<file path="config.mk">
export PLATFORM = sky130hd
export DESIGN_NAME = irq_cause_mask
export DESIGN_NICKNAME = d
export VERILOG_FILES = /design/src/rtl/irq_cm_pkg.sv /design/src/rtl/irq_cm_decode.sv /design/src/rtl/irq_cm_mask.sv /design/src/rtl/irq_cm_cause.sv /design/src/rtl/irq_cm_rdmux.sv /design/src/rtl/irq_cause_mask.sv
export SDC_FILE = /design/constraint.sdc
export NUM_CORES = 1
export LEC_CHECK = 0
export BUFFER_PORTS_ARGS = -buffer_cell sky130_fd_sc_hd__buf_2
export CAP_MARGIN = 20
export CORE_MARGIN = 2
export CORE_UTILIZATION = 46
export CTS_BUF_LIST = sky130_fd_sc_hd__clkbuf_8
export DETAILED_ROUTE_END_ITERATION = 12
export GPL_ROUTABILITY_DRIVEN = 1
export HOLD_SLACK_MARGIN = 0.03
export PLACE_DENSITY = 0.79
export REMOVE_ABC_BUFFERS = 1
export SLEW_MARGIN = 20
export SYNTH_ARGS = -nofsm -noshare
export SYNTH_HDL_FRONTEND = slang
export SYNTH_HIERARCHICAL = 1
export SYNTH_SLANG_ARGS = --single-unit
export TNS_END_PERCENT = 1
</file>
<file path="constraint.sdc">
create_clock -name clk_i -period 0.9 [get_ports clk_i]
set_clock_uncertainty 0.1 [all_clocks]
set_input_delay 0.045 -clock clk_i [delete_from_list [all_inputs] [get_ports clk_i]]
set_output_delay 0.045 -clock clk_i [all_outputs]
set_load 0.005 [all_outputs]
</file>
<file path="src/rtl/irq_cm_pkg.sv">
package irq_cm_pkg;
   localparam int unsigned OFS_CAUSE     = 0;
   localparam int unsigned OFS_MASK_SET  = 1;
   localparam int unsigned OFS_MASK_CLR  = 2;
   localparam int unsigned OFS_CAUSE_SET = 3;

   typedef struct packed {
      logic mask_set;
      logic mask_clr;
      logic cause_clr;
      logic cause_set;
   } wr_dec_t;

   typedef enum logic [1:0] {
      RSEL_ZERO  = 2'd0,
      RSEL_CAUSE = 2'd1,
      RSEL_MASK  = 2'd2
   } rd_sel_e;
endpackage

</file>
<file path="src/rtl/irq_cm_decode.sv">
module irq_cm_decode
   import irq_cm_pkg::*;
#(
   parameter int unsigned ADDR_W = 4
) (
   input  logic [ADDR_W-1:0] addr_i,
   input  logic              wr_en_i,
   output wr_dec_t           wr_o,
   output rd_sel_e           sel_o
);
   localparam logic [ADDR_W-1:0] A_CAUSE = ADDR_W'(OFS_CAUSE);
   localparam logic [ADDR_W-1:0] A_MSET  = ADDR_W'(OFS_MASK_SET);
   localparam logic [ADDR_W-1:0] A_MCLR  = ADDR_W'(OFS_MASK_CLR);
   localparam logic [ADDR_W-1:0] A_CSET  = ADDR_W'(OFS_CAUSE_SET);

   always_comb begin
      wr_o.mask_set  = wr_en_i && (addr_i == A_MSET);
      wr_o.mask_clr  = wr_en_i && (addr_i == A_MCLR);
      wr_o.cause_clr = wr_en_i && (addr_i == A_CAUSE);
      wr_o.cause_set = wr_en_i && (addr_i == A_CSET);
      if (addr_i == A_CAUSE)     sel_o = RSEL_CAUSE;
      else if (addr_i == A_MSET) sel_o = RSEL_MASK;
      else                       sel_o = RSEL_ZERO;
   end
endmodule

</file>
<file path="src/rtl/irq_cm_mask.sv">
module irq_cm_mask #(
   parameter int unsigned N = 16
) (
   input  logic         clk_i,
   input  logic         rst_ni,
   input  logic         set_en_i,
   input  logic         clr_en_i,
   input  logic [N-1:0] bits_i,
   output logic [N-1:0] mask_o
);
   logic [N-1:0] set_v, clr_v;

   assign set_v = set_en_i ? bits_i : '0;
   assign clr_v = clr_en_i ? bits_i : '0;

   always_ff @(posedge clk_i or negedge rst_ni) begin
      if (!rst_ni) mask_o <= '0;
      else         mask_o <= (mask_o | set_v) & ~clr_v;
   end
endmodule

</file>
<file path="src/rtl/irq_cm_cause.sv">
module irq_cm_cause #(
   parameter int unsigned N = 16
) (
   input  logic         clk_i,
   input  logic         rst_ni,
   input  logic [N-1:0] event_i,
   input  logic         set_en_i,
   input  logic         clr_en_i,
   input  logic [N-1:0] bits_i,
   output logic [N-1:0] cause_o
);
   for (genvar k = 0; k < N; k++) begin : g_bit
      logic raise, drop;
      assign raise = event_i[k] | (set_en_i & bits_i[k]);
      assign drop  = clr_en_i & bits_i[k];
      always_ff @(posedge clk_i or negedge rst_ni) begin
         if (!rst_ni)    cause_o[k] <= 1'b0;
         else if (raise) cause_o[k] <= 1'b1;
         else if (drop)  cause_o[k] <= 1'b0;
      end
   end
endmodule

</file>
<file path="src/rtl/irq_cm_rdmux.sv">
module irq_cm_rdmux
   import irq_cm_pkg::*;
#(
   parameter int unsigned N         = 16,
   parameter int unsigned DATA_W    = 32,
   parameter bit          REG_RDATA = 1'b1
) (
   input  logic              clk_i,
   input  logic              rst_ni,
   input  logic              rd_en_i,
   input  rd_sel_e           sel_i,
   input  logic [N-1:0]      cause_i,
   input  logic [N-1:0]      mask_i,
   output logic [DATA_W-1:0] rdata_o
);
   logic [DATA_W-1:0] mux_d;

   always_comb begin
      unique case (sel_i)
         RSEL_CAUSE: mux_d = DATA_W'(cause_i);
         RSEL_MASK:  mux_d = DATA_W'(mask_i);
         default:    mux_d = '0;
      endcase
   end

   if (REG_RDATA) begin : g_reg
      always_ff @(posedge clk_i or negedge rst_ni) begin
         if (!rst_ni)      rdata_o <= '0;
         else if (rd_en_i) rdata_o <= mux_d;
      end
   end else begin : g_comb
      assign rdata_o = rd_en_i ? mux_d : '0;
   end
endmodule

</file>
<file path="src/rtl/irq_cause_mask.sv">
module irq_cause_mask
   import irq_cm_pkg::*;
#(
   parameter int unsigned NUM_CAUSES = 16,
   parameter int unsigned DATA_W     = 32,
   parameter int unsigned ADDR_W     = 4,
   parameter bit          REG_RDATA  = 1'b1
) (
   input  logic                  clk_i,
   input  logic                  rst_ni,
   input  logic [ADDR_W-1:0]     addr_i,
   input  logic                  wr_en_i,
   input  logic                  rd_en_i,
   input  logic [DATA_W-1:0]     wdata_i,
   output logic [DATA_W-1:0]     rdata_o,
   input  logic [NUM_CAUSES-1:0] event_i,
   output logic                  irq_o
);
   if (NUM_CAUSES < 1 || NUM_CAUSES > DATA_W) begin : g_bad_width
      $error("NUM_CAUSES must be between 1 and DATA_W");
   end
   if (ADDR_W < 2) begin : g_bad_addr
      $error("ADDR_W must cover four offsets");
   end

   wr_dec_t                 wr_dec;
   rd_sel_e                 rd_sel;
   logic [NUM_CAUSES-1:0]   wbits;
   logic [NUM_CAUSES-1:0]   mask_q;
   logic [NUM_CAUSES-1:0]   cause_q;

   assign wbits = wdata_i[NUM_CAUSES-1:0];

   irq_cm_decode #(.ADDR_W(ADDR_W)) u_decode (
      .addr_i  (addr_i),
      .wr_en_i (wr_en_i),
      .wr_o    (wr_dec),
      .sel_o   (rd_sel)
   );

   irq_cm_mask #(.N(NUM_CAUSES)) u_mask (
      .clk_i    (clk_i),
      .rst_ni   (rst_ni),
      .set_en_i (wr_dec.mask_set),
      .clr_en_i (wr_dec.mask_clr),
      .bits_i   (wbits),
      .mask_o   (mask_q)
   );

   irq_cm_cause #(.N(NUM_CAUSES)) u_cause (
      .clk_i    (clk_i),
      .rst_ni   (rst_ni),
      .event_i  (event_i),
      .set_en_i (wr_dec.cause_set),
      .clr_en_i (wr_dec.cause_clr),
      .bits_i   (wbits),
      .cause_o  (cause_q)
   );

   irq_cm_rdmux #(.N(NUM_CAUSES), .DATA_W(DATA_W), .REG_RDATA(REG_RDATA)) u_rdmux (
      .clk_i   (clk_i),
      .rst_ni  (rst_ni),
      .rd_en_i (rd_en_i),
      .sel_i   (rd_sel),
      .cause_i (cause_q),
      .mask_i  (mask_q),
      .rdata_o (rdata_o)
   );

   assign irq_o = |(cause_q & mask_q);
endmodule

</file>
==> impl_results.md, run 1 <==
- Status: complete, but fails checks
- Violated checks: negative setup slack
- Critical Path Start: u_mask/mask_o[5]$_DFF_PN0_
- Hold crit path type: in -> reg
- Syn Inst Count: 216
- Slowest cell on the critical path: dfrtp_1
- EDFF count, synth: 0
- Vias in the first global route: 2,305
- Fmax achieved: 0.643 GHz
- Top post-synthesis cells by area: dfrtp_1, a21oi_2, a221o_1
- Syn_area_per_cell: 11.6 sq um
- First drt pass iteration count: 7
- Synth Cell Area: 2510 sq um
- Final Hold Vio Count: 0
- Drt drc: 0
- Post-synth top cells: dfrtp_1, a21oi_2, inv_1
- Root Buffer Master: clkbuf_8
- Initial Utilization: 48.5%
- Worst Setup Start Kind: flip-flop
- Setup ws final: -655 ps
- Routability congestion estimate: 0.810
- Placement Setup Slack: -706 ps
- Via count: 2,210
- Synth top area share: 47.9%
- All-Layer GR Usage: 23.2%
- Core ar.: 5170 sq um
- Die Width: 77.9 um
- Top-count cell post-synth: dfrtp_1
- Register area share after synthesis: 47.9%
- Synth Register Bits: 48
- Max Slew Vio Count: 0
- Layout overhead on the synthesized area: 45.6%
- Min Tclk post-route: 1550 ps
- PortBufs: 56
- Worst-path fanout max: 2
- Synth cell types: 27
- Cell area power density: 1370 nW/um^2
- FFs w/ async S/R, synth: 100%
- Maximum number of pins on one net before global-route repair: 49
- Share of post-route cells with drive strength above 1: 49.6%
- WL/cell: 15.8 um
- Hold_ws: 131 ps
- H-tree depth: 2
- Design area: 3650 sq um
- Synth Warn #: 6
- Clock buffer depth: 2
- TritonCTS Buffers: 5
- Util after Layout: 70.6%
- Post-DP Area: 3100 sq um
- Antenna cells: 0
- Post-layout net count: 407
- TritonCTS clock tree: done
- RSZ-0062 raised after global routing: true
- Top_reg_cell synth: dfrtp_1
- Initial antenna violation count: 0
- Global route overflow: 0
- Setup violators final: 65
- Max-cap violations: 0
- CP endpoint kind: primary output
- Clock transition at path regs: 90 ps
- ANT nets after route: 0
- Hold Crit Start: rd_en_i
- Die Ht: 77.9 um
- Vias per cell: 5.27
- Top-level I/O count: 89
- Post-DP HPWL: 4.40 mm
- Maximum vdd drop: 777 uV
- Placed insts: 378
- WP data required: 750 ps
- Final non-filler cell total: 419
- Period Utilization, post-route: 173%
- First-pass GRT wire length: 11.0 mm
- Crit path cell chain: a22o_1 -> a221oi_2 -> nand4_1 -> buf_2
- Clk sinks: 48
- DRT Wirelength: 6.63 mm
- Worst path arrival time: 1410 ps
- Initial DRC Count: 121
- Worst reg2reg path startpoint: u_cause/cause_o[5]$_DFFE_PN0P_
- Leading area contributor after synthesis: dfrtp_1
- Classification of the worst setup path: reg -> out
- Row cnt: 26
- Critical path's largest stage delay: 380 ps
- Die area: 6060 sq um
- Lkg Pwr: 1.54 nW
- Skew-Pair Late Insertion Delay: 300 ps
[sequential cells by signal (all words and copies together) (netlist names)]
signal / cells
u_mask/mask_o: 16
u_rdmux/rdata_o: 16
u_cause/cause_o: 16
[layer usage]
metal	vias to the layer above	track usage (%)	part of all wire (%)
met5	-	0	0
met4	0	8.04	1.3
met3	9	3.84	6.6
met2	102	38.5	50
met1	1067	30.7	42
li1	1032	-	-
[stage by stage]
step                power [mW]  TNS [ps]
detailed placement        3.60    -28720
global route              5.22    -13940
finish                    5.02    -11660
floorplan                 2.94    -45810
CTS                       4.98    -11810
global placement          3.54    -27410
[worst max-delay path, delay by kind of cell, from the launching register on]
| kind | cells | cell delay [ps] |
|---|---|---|
| flip-flops | 1 | 380 |
| AO/OA/AOI/OAI | 2 | 480 |
| buffers and inverters | 1 | 150 |
| AND/OR/NAND/NOR | 1 | 110 |
[worst paths after layout]
| path | end | slack, ps | cells after the start |
|---|---|---|---|
| min | u_rdmux/rdata_o[4]$_DFFE_PN0P_ | 130 | 3 |
| max | irq_o | -650 | 4 |
| min in group asynchronous | u_cause/cause_o[8]$_DFFE_PN0P_ | 150 | 3 |
| max reg2reg | u_cause/cause_o[5]$_DFFE_PN0P_ | -260 | 3 |
| min reg2reg | u_rdmux/rdata_o[15]$_DFFE_PN0P_ | 440 | 2 |
| max in group asynchronous | u_mask/mask_o[7]$_DFF_PN0_ | 320 | 3 |
[area by class of cell]
class,count,area [sq um]
clock buffer,5,68.8
clock inverter,2,8.76
fill,374,1520
inverter,18,67.6
multi-input combinational,133,1110
sequential,48,1200
tap,70,87.6
timing repair buffer,143,1110
[placed cells by master, fill, tap and decap left out, types with 2 or more instances in the layout]
| cell type | netlist | final |
|---|---|---|
| nand2_1 | 17 | 17 |
| buf_12 | 3 | 4 |
| clkbuf_8 | 0 | 5 |
| a21oi_2 | 21 | 28 |
| o22ai_2 | 10 | 10 |
| dfrtp_1 | 48 | 48 |
| a22oi_2 | 0 | 5 |
| buf_4 | 16 | 42 |
| ha_2 | 0 | 2 |
| a22oi_1 | 16 | 11 |
| o22ai_1 | 6 | 6 |
| a21oi_1 | 11 | 4 |
| inv_1 | 18 | 19 |
| dlygate4sd3_1 | 0 | 33 |
| a221o_1 | 16 | 16 |
| a221oi_2 | 4 | 4 |
| a22o_1 | 4 | 4 |
| conb_1 | 1 | 16 |
| buf_6 | 8 | 9 |
| buf_2 | 4 | 54 |
[power by group]
group / switching [mW] / leakage (nW) / internal, mW / total [mW]
sequential: 0.144 / 0.561 / 2.34 / 2.48
clock: 0.678 / 0.0452 / 0.518 / 1.20
combinational: 0.582 / 0.938 / 0.755 / 1.34
[kinds of logic (layout without fill, tap and decap cells)]
logic type,count (synthesis),count (layout),synth area share [%]
flip-flops,48,48,47.9
AO/OA/AOI/OAI,88,88,31.0
other,1,16,0.149
buffers and inverters,50,168,14.5
AND/OR/NAND/NOR,27,27,5.54
adder cells (fa/ha/maj),2,2,0.997
[repair_timing]
item                                    CTS  global route
pin swaps                                10            15
hold endpoints to repair                 80             0
gates cloned                              0             0
gates resized for setup                  23            11
buffers inserted                          1             0
endpoints found under the setup margin   65            65
hold buffers                             33             0
Note: power is estimated with default switching activity, not from simulation.
==> run 2: changes to the inputs <==
SKIP_LAST_GASP = 1   (was unset)
==> impl_results.md, run 2 (synthesis gave the netlist of run 1 again) <==
- ANT nets after route: 0 (unchanged)
- Maximum vdd drop: 773 uV (-0.58%)
- WP data required: 750 ps (about the same)
- First drt pass iteration count: 4 (-3)
- Fin Setup TNS: -15,110 ps (-3450 ps)
- Lkg Pwr: 1.52 nW (-1.5%)
- Setup violators final: 65 (unchanged)
- Top-level I/O count: 89 (unchanged)
- Clock buffer depth: 2 (unchanged)
- Initial antenna violation count: 0 (unchanged)
- TritonCTS Buffers: 5 (unchanged)
- Power, Total: 4.87 mW (-2.9%)
- Violated checks: negative setup slack
- Worst setup endpoint: irq_o
- Worst R2R Setup Slack: -290 ps (-30 ps)
- Worst-path fanout max: 2 (unchanged)
- FF-to-FF End: u_rdmux/rdata_o[5]$_DFFE_PN0P_
- Maximum number of pins on one net before global-route repair: 49 (unchanged)
- Placement Setup Slack: -706 ps (unchanged)
- Row cnt: 26 (unchanged)
- Hold_ws: 128 ps (-2.97 ps)
- Cell area power density: 1390 nW/um^2 (+0.98%)
- PortBufs: 56 (unchanged)
- Final non-filler cell total: 419 (unchanged)
- Classification of the worst setup path: reg -> out
- Via count: 2,166 (-2.0%)
- Die Ht: 77.9 um (unchanged)
- First-pass GRT wire length: 10.8 mm (-1.9%)
- Max-cap violations: 0 (unchanged)
- Die area: 6060 sq um (unchanged)
- Core ar.: 5170 sq um (unchanged)
- Fillers: 396 (+5.9%)
- Post-DP Area: 3100 sq um (unchanged)
- Commonest non-fill, non-tap cells in the layout: buf_2, buf_4, dfrtp_1
- Min Tclk post-route: 1540 ps (-12.1 ps)
- Period Utilization, post-route: 171% (-1.3 points)
- Skew-Pair Late Insertion Delay: 300 ps (about the same)
- Global route overflow: 0 (unchanged)
- Util after Layout: 67.9% (-2.7 points)
- Antenna cells: 0 (unchanged)
- Setup ws final: -643 ps (+12.1 ps)
- All-Layer GR Usage: 22.6% (-0.55 points)
- Commonest non-fill, non-tap cell in the layout: buf_2
- Post-DP HPWL: 4.40 mm (unchanged)
- Worst path arrival time: 1400 ps (about the same)
- Hold crit path type: in -> reg
- Vias in the first global route: 2,298 (-0.30%)
- Largest regs: u_cause/cause_o (16), u_mask/mask_o (16), u_rdmux/rdata_o (16)
- WL/cell: 15.3 um (-3.2%)
- Design area: 3510 sq um (-3.8%)
- # resized after CTS: 0 (-100%)
- Routability congestion estimate: 0.810 (unchanged)
- TritonCTS clock tree: done
- Worst R2R Path Depth: 4 (+1)
- Initial DRC Count: 166 (+37%)
- Status: complete, but fails checks
- Clock transition at path regs: 90 ps (about the same)
- Initial Utilization: 48.5% (unchanged)
- Max Slew Vio Count: 0 (unchanged)
- Root Buffer Master: clkbuf_8
- Hold Crit Start: rd_en_i
- Die Width: 77.9 um (unchanged)
- Placed insts: 378 (unchanged)
- Drt drc: 0 (unchanged)
- Worst reg2reg path startpoint: u_cause/cause_o[5]$_DFFE_PN0P_
- Post-layout net count: 407 (unchanged)
- Worst Setup Start Kind: flip-flop
- DRT Wirelength: 6.42 mm (-3.2%)
- RSZ-0062 raised after global routing: true
- Share of post-route cells with drive strength above 1: 44.4% (-5.2 points)
- H-tree depth: 2 (unchanged)
- Final Hold Vio Count: 0 (unchanged)
- Vias per cell: 5.17 (-2.0%)
- CP endpoint kind: primary output
- Clk sinks: 48 (unchanged)
- Fmax achieved: 0.648 GHz (+0.78%)
- Layout overhead on the synthesized area: 40.0%
- Critical Path Start: u_mask/mask_o[7]$_DFF_PN0_
==> run 2: final cells by class <==
| type | count | area [sq um] | share of cell area [%] |
|---|---|---|---|
| Sequential cell | 48 | 1200 | 34.2 |
| Timing Repair Buffer | 143 | 1070 | 30.3 |
| Tap cell | 70 | 87.6 | 2.49 |
| Clock inverter | 2 | 8.76 | 0.249 |
| Inverter | 18 | 67.6 | 1.92 |
| Clock buffer | 5 | 68.8 | 1.96 |
| Multi-Input combinational cell | 133 | 1010 | 28.8 |
==> run 2: worst min-delay path by stage <==
stage | to | depth (start not counted)
3_3_place_gp | u_mask/mask_o[8]$_DFF_PN0_ | 2
3_5_place_dp | u_mask/mask_o[8]$_DFF_PN0_ | 2
2_1_floorplan | u_cause/cause_o[0]$_DFFE_PN0P_ | 0
5_1_grt | u_rdmux/rdata_o[11]$_DFFE_PN0P_ | 3
4_1_cts | u_rdmux/rdata_o[10]$_DFFE_PN0P_ | 3
6_report | u_rdmux/rdata_o[10]$_DFFE_PN0P_ | 3
==> run 2: what timing repair did <==
item / 4_1_cts / 5_1_grt
buffers inserted: 1 / 0
hold buffers: 33 / 0
hold endpoints to repair: 80 / 0
endpoints found under the setup margin: 65 / 65
pin swaps: 3 / 0
==> run 2: power by group <==
group | leakage, nW | switching, mW | total (mW) | internal (mW)
sequential | 0.561 | 0.126 | 2.46 | 2.34
combinational | 0.915 | 0.530 | 1.21 | 0.678
clock | 0.0452 | 0.681 | 1.20 | 0.518
==> run 2: critical path, stage by stage (launching register included) <==
cell and delay, ps:
dfrtp_1 380, a22o_1 250, a221oi_2 210, nand4_1 120, buf_2 150
==> run 2: per-layer routing <==
| layer | track usage (%) | vias to the layer above | wire length, um |
|---|---|---|---|
| met1 | 29.6 | 1046 | 2850 |
| met4 | 7.68 | 0 | 74 |
| met2 | 38.1 | 77 | 3170 |
| met5 | 0 | - | 0 |
| met3 | 3.72 | 7 | 325 |
| li1 | - | 1036 | - |
